<file path="config.mk">
export PLATFORM = sky130hd
export DESIGN_NAME = interleaved_sync
export DESIGN_NICKNAME = d
export VERILOG_FILES = /design/src/rtl/isync_pkg.sv /design/src/rtl/isync_phase_gen.sv /design/src/rtl/isync_lane.sv /design/src/rtl/isync_lane_select.sv /design/src/rtl/interleaved_sync.sv
export SDC_FILE = /design/constraint.sdc
export NUM_CORES = 1
export LEC_CHECK = 0
export BUFFER_PORTS_ARGS = -buffer_cell sky130_fd_sc_hd__buf_4
export CAP_MARGIN = 20
export CORE_AREA = 10 10 47 49
export DETAILED_ROUTE_END_ITERATION = 8
export DIE_AREA = 0 0 57 59
export MAX_ROUTING_LAYER = met4
export PLACE_DENSITY = 0.55
export SLEW_MARGIN = 15
export SYNTH_ARGS = -nofsm -noshare
export SYNTH_HDL_FRONTEND = slang
export SYNTH_SLANG_ARGS = --single-unit
</file>
<file path="constraint.sdc">
create_clock -name clk -period 1.9 [get_ports clk]
set_input_delay 0.19 -clock clk [delete_from_list [all_inputs] [get_ports clk]]
set_output_delay 0.19 -clock clk [all_outputs]
set_load 0.01 [all_outputs]
</file>
<file path="src/rtl/isync_pkg.sv">
package isync_pkg;
  localparam int DEFAULT_LANES = 4;

  // Two-flop state held by a single lane.
  typedef struct packed {
    logic held;   // output stage
    logic cap;    // capture stage
  } lane_state_t;
endpackage

</file>
<file path="src/rtl/isync_phase_gen.sv">
module isync_phase_gen #(
  parameter int LANES = isync_pkg::DEFAULT_LANES,
  localparam int PH_W = $clog2(LANES)
) (
  input  logic             clk,
  input  logic             rst_n,
  output logic [PH_W-1:0]  phase,
  output logic [LANES-1:0] lane_en,
  output logic [PH_W-1:0]  sel
);
  logic [PH_W-1:0] phase_q, phase_d;

  always_comb begin
    if (phase_q == PH_W'(LANES - 1)) phase_d = '0;
    else                             phase_d = phase_q + 1'b1;
  end

  always_ff @(posedge clk or negedge rst_n) begin
    if (!rst_n) phase_q <= '0;
    else        phase_q <= phase_d;
  end

  // One-hot enable decode, one bit per lane.
  for (genvar i = 0; i < LANES; i++) begin : g_dec
    assign lane_en[i] = (phase_q == PH_W'(i));
  end

  // Lane refreshed on the most recent edge is the one before the current phase.
  always_comb begin
    if (phase_q == '0) sel = PH_W'(LANES - 1);
    else               sel = phase_q - 1'b1;
  end

  assign phase = phase_q;
endmodule

</file>
<file path="src/rtl/isync_lane.sv">
module isync_lane (
  input  logic clk,
  input  logic rst_n,
  input  logic en,
  input  logic din,
  output logic cap_q,
  output logic held_q
);
  import isync_pkg::*;
  lane_state_t st_q, st_d;

  always_comb begin
    st_d = st_q;
    if (en) begin
      st_d.held = st_q.cap;   // output stage takes the settled capture first
      st_d.cap  = din;        // then the capture stage takes the new sample
    end
  end

  always_ff @(posedge clk or negedge rst_n) begin
    if (!rst_n) st_q <= '0;
    else        st_q <= st_d;
  end

  assign cap_q  = st_q.cap;
  assign held_q = st_q.held;
endmodule

</file>
<file path="src/rtl/isync_lane_select.sv">
module isync_lane_select #(
  parameter int LANES = isync_pkg::DEFAULT_LANES,
  localparam int PH_W = $clog2(LANES)
) (
  input  logic [LANES-1:0] lane_q,
  input  logic [PH_W-1:0]  sel,
  output logic             dout
);
  always_comb dout = lane_q[sel];
endmodule

</file>
<file path="src/rtl/interleaved_sync.sv">
module interleaved_sync #(
  parameter int LANES = isync_pkg::DEFAULT_LANES,
  localparam int PH_W = $clog2(LANES)
) (
  input  logic clk,
  input  logic rst_n,
  input  logic async_in,
  output logic sync_out
);
  logic [PH_W-1:0]  phase_q;
  logic [PH_W-1:0]  sel;
  logic [LANES-1:0] lane_en;
  logic [LANES-1:0] cap_vec;
  logic [LANES-1:0] out_vec;

  isync_phase_gen #(.LANES(LANES)) u_phase (
    .clk     (clk),
    .rst_n   (rst_n),
    .phase   (phase_q),
    .lane_en (lane_en),
    .sel     (sel)
  );

  for (genvar i = 0; i < LANES; i++) begin : g_lane
    isync_lane u_lane (
      .clk    (clk),
      .rst_n  (rst_n),
      .en     (lane_en[i]),
      .din    (async_in),
      .cap_q  (cap_vec[i]),
      .held_q (out_vec[i])
    );
  end

  isync_lane_select #(.LANES(LANES)) u_sel (
    .lane_q (out_vec),
    .sel    (sel),
    .dout   (sync_out)
  );
endmodule

</file>
; Word-level counts from Yosys, hierarchy flattened
; Index checks and enable logic that the tools add are counted.
[word_totals]
output_inout_bits = 1
ff_bits = 10
[op_classes]
add_sub_neg = 2
n_mux = 4
n_lt_le_gt_ge = 1
eq_ne = 3
n_reduce_logical = 1
[op_table]
columns = op, count
row1 = 2-bit equality test (second input constant), 2
row2 = 2-bit two-way mux, 2
row3 = 2-bit by 3-bit less-than comparator with 1-bit output (second input constant), 1
row4 = 2-bit by 1-bit adder with 2-bit output (second input constant), 1
row5 = 1-bit binary-select mux with 2-bit select, 1
row6 = 2-bit by 1-bit equality test with 1-bit output (second input constant), 1
row7 = 2-bit logical NOT, 1
row8 = 2-bit by 1-bit subtractor with 2-bit output (second input constant), 1
row9 = 1-bit two-way mux, 1

; Depth between registers and ports, before layout
[depth]
word_depth = 4
mapped_depth = 3

; Modules after synthesis
; From an unflattened synthesis, not the netlist that was laid out.
[hier_totals]
hier_cells = 28
area_unflattened_um2 = 434.2
[modules_own_cells]
columns = mod, area_each_um2, cells_each, seq_area_each_um2, n_inst
row1 = isync_lane, 72.6, 4, 50.0, 4
row2 = isync_phase_gen, 121.4, 11, 50.0, 1
row3 = isync_lane_select, 22.5, 1, 0.0, 1

; Least setup slack after synthesis
; OpenSTA, ideal clock, no wires.
[synth_timing]
path_kind = register to output
start = reg u_phase.phase_q[0], in the netlist u_phase.phase[0]
end = out sync_out
path_stages_with_launch = 4
t_arrival_ps = 1092
slack_ps = 618
path_cell_list = dfrtp_1 inv_1 ha_1 mux4_2
[synth_between]
elab_chain_cells = 4
[synth_rtl]
columns = item, line
row1 = start: declaration, isync_phase_gen.sv:11  ; logic [PH_W-1:0] phase_q, phase_d;
row2 = start signal: assignment, isync_phase_gen.sv:20  ; else phase_q <= phase_d;
row3 = 2-bit by 1-bit subtractor with 2-bit output / 2-bit logical NOT (equally long branches), "isync_phase_gen.sv:31, isync_phase_gen.sv:30"
row4 = 2-bit two-way mux *, isync_phase_gen.sv:30  ; if (phase_q == '0) sel = PH_W'(LANES - 1);
row5 = 1-bit binary-select mux with 2-bit select *, isync_lane_select.sv:9  ; always_comb dout = lane_q[sel];
row6 = 1-bit two-way mux (implied by the code) *, isync_lane_select.sv:9
row7 = end: declaration, interleaved_sync.sv:8  ; output logic sync_out
; Every way passes the cells marked *; elsewhere a longest branch is shown, timed or not. The select of a mux whose other input is x is not followed.

; Worst setup path in the final report
; Same ends and word-level chain as after synthesis.

==> summary.md <==
| Metric | Value |
|---|---|
| Worst-path clk slew | `60 ps` |
| Area Growth Syn to Fin | `17.7%` |
| Post_cts resized | `0` |
| Capture point of the worst path | `sync_out` |
| Max Freq | `0.581 GHz` |
| First-pass GRT wire length | `~1200 um` |
| Slew margin rel. | `87.6%` |
| Layout cell share with drive strength beyond 1 | `between 40% and 50%` |
| CTS tree | `built` |
| Pin count of the biggest net entering global routing | `11` |
| Die Span Y | `~60 um` |
| 1st-iter DRT viols | `1` |
| Total negative slack | `0 ps` |
| Filler cell count | `155` |
| CP required | `1710 ps` |
| Area occupied by registers | `250 um^2` |
| FF-to-FF path depth | `3` |
| CP Cell Sequence | `inv_1 > ha_1 > mux4_2 > buf_4` |
| Reg2reg start | `u_phase.phase[0]` |
| Worst VDD drop | `around 0.28 mV` |
| Max-Cap Viols | `0` |
| Post-Place Cell Area | `about 470 um^2` |
| GRT Overall Usage | `around 5.0%` |
| Vias in the first global route | `about 260` |
| Clock root cell | `clkbuf_4` |
| Die ar. | `roughly 0.0034 mm^2` |
| Clock Skew | `0.856 ps` |
| Syn nets | `33` |
| Nets | `between 40 and 50` |
| Post-synthesis cell area | `424 um^2` |
| CP Data Arrival Time | `between 1500 and 2000 ps` |
| Lkg Pwr | `approximately 0.23 nW` |
| Rows | `14` |
| Per-cell routed wire length | `roughly 12 um` |
| Final GP Congestion | `about 0.68` |
| H-tree depth | `1` |
| Worst-path maximum fanout | `5` |
| Syn Area/Cell | `16.3 um^2` |
| RR Endpoint | `g_lane[0].u_lane.held_q` |
| Crit path launch type | `register` |
| Crit end category | `output pin` |
| Power Total | `385 uW` |
| RSZ-0062 raised after global routing | `no` |
| Routed WL | `579 um` |
| Yosys cell types | `6` |
| Cells after synthesis | `26` |
| Pwr dens | `between 700 and 800 mW/mm^2` |
| HP Class | `input port to register` |
| Antenna Nets Post-Route | `0` |
| Worst skew pair latency | `about 260 ps` |
| Overflow after GRT | `0` |
| Clock Tree Buf Depth | `2` |
| Pre-antenna DRT Iters | `2` |
| Worst path max stage delay | `approximately 430 ps` |
| Final Hold Viols | `0` |
| Critical path startpoint | `u_phase.phase[0]` |
| Port Buffers | `3` |
| Register area share after synthesis | `59.0%` |
| Worst-Margin Slew | `approximately 190 ps` |
| Io pins | `4` |
| Status | `complete, no violations` |
| CP Class | `register to output pin` |
| Initial antenna violation count | `0` |
| Core Area | `around 0.0014 mm^2` |
| Yosys Warn Count | `0` |
| Cell area after layout | `roughly 500 um^2` |
| Vias per cell | `roughly 4.7` |
| CTS Sinks | `10` |
| Final HPWL DP | `between 400 and 500 um` |
| CTS Buf Count | `3` |
| Inserted Diodes | `0` |
| Final period utilization | `around nine tenths` |
| Drc violations | `0` |
| Area of the multi-input gates | `~170 um^2` |
| Vias | `230` |
| Reg2Reg Setup Slack | `730 ps` |
| Post-route minimum period | `between 1500 and 2000 ps` |
| Seq cells post-synth | `10` |
| Max Slew Vio Count | `0` |
| Endpoints failing setup | `0` |
| Initial Util | `30.3%` |
| Slowest stage cell, crit path | `dfrtp_1` |
| Die W | `57 um` |
==> layout make-up <==
type	count	share of cell area, %
Clock buffer	3	4.51
Timing Repair Buffer	4	6.52
Multi-Input combinational cell	14	33.3
Tap cell	16	4.01
Sequential cell	10	50.1
Inverter	2	1.50
==> layout by cell type, fill, tap and decap left out <==
cell	count
buf_4	3
clkbuf_4	3
dfrtp_1	10
dlygate4sd3_1	1
ha_1	4
inv_1	2
mux2_2	8
mux4_2	1
nor2_1	1
==> cell usage after synthesis, drive strengths merged <==
| cell | count | share of area (%) |
|---|---|---|
| dfrtp | 10 | 59 |
| mux2 | 8 | 21 |
| ha | 4 | 12 |
| inv | 2 | 1.8 |
| mux4 | 1 | 5.3 |
| nor2 | 1 | 0.88 |
==> per-layer routing <==
layer  global-route usage, %  wire length, um
met5                       -                0
met4                    6.04               19
met3                    3.00               54
met2                    6.67              267
met1                    4.37              238
==> where the power goes <==
group | total (mW) | switching, mW | internal, mW | leakage, nW
Clock | 0.137 | 0.0645 | 0.0728 | 0.0138
Sequential | 0.226 | 0.00393 | 0.222 | 0.117
Combinational | 0.0218 | 0.00860 | 0.0132 | 0.101
Total | 0.385 | 0.0771 | 0.308 | 0.232
==> timing repair <==
| item | 4_1_cts | 5_1_grt |
|---|---|---|
| buffers inserted | 0 | 0 |
| hold buffers | 1 | 0 |
| endpoints found under the hold margin | 10 | 0 |
==> worst min-delay path by stage <==
stage	startpoint	to	slack, ps	cells after the start
3_5_place_dp	rst_n	g_lane[2].u_lane.cap_q	20	1
6_report	async_in	g_lane[0].u_lane.cap_q	200	2
3_3_place_gp	rst_n	g_lane[2].u_lane.held_q	20	1
5_1_grt	async_in	g_lane[2].u_lane.cap_q	190	2
4_1_cts	async_in	g_lane[0].u_lane.cap_q	190	2
2_1_floorplan	rst_n	g_lane[0].u_lane.cap_q	-110	0
==> per-stage QoR <==
stage                     instances  worst slack [ps]  hold slack (ps)  utilization, %
after floorplan                  26               618             -106               -
after global placement           45               446             21.8            33.3
after detailed placement         45               437             23.8            33.3
after CTS                        49               149              194            35.6
after global routing             49              97.5              192            35.6
final                            49               180              202            35.6
==> critical path: cells and delay by family (launching register included) <==
kind | cells | cell delay [ps]
adder cells (fa/ha/maj) | 1 | 310
multiplexers | 1 | 280
flip-flops | 1 | 430
buffers and inverters | 2 | 250
==> state kept, by name, indices dropped and copies added (netlist names) <==
register / flops
u_phase.phase: 2
g_lane.u_lane.cap_q: 4
g_lane.u_lane.held_q: 4
==> cell families (layout without fill, tap and decap cells) <==
| kind of cell | Yosys count | in the layout | synth area share [%] |
|---|---|---|---|
| adders and majority gates | 4 | 4 | 11.8 |
| buffers and inverters | 2 | 9 | 1.77 |
| and+or+nand+nor | 1 | 1 | 0.884 |
| muxes | 9 | 9 | 26.5 |
| DFF | 10 | 10 | 59.0 |
No activity file was read; power rests on OpenSTA's default activity.
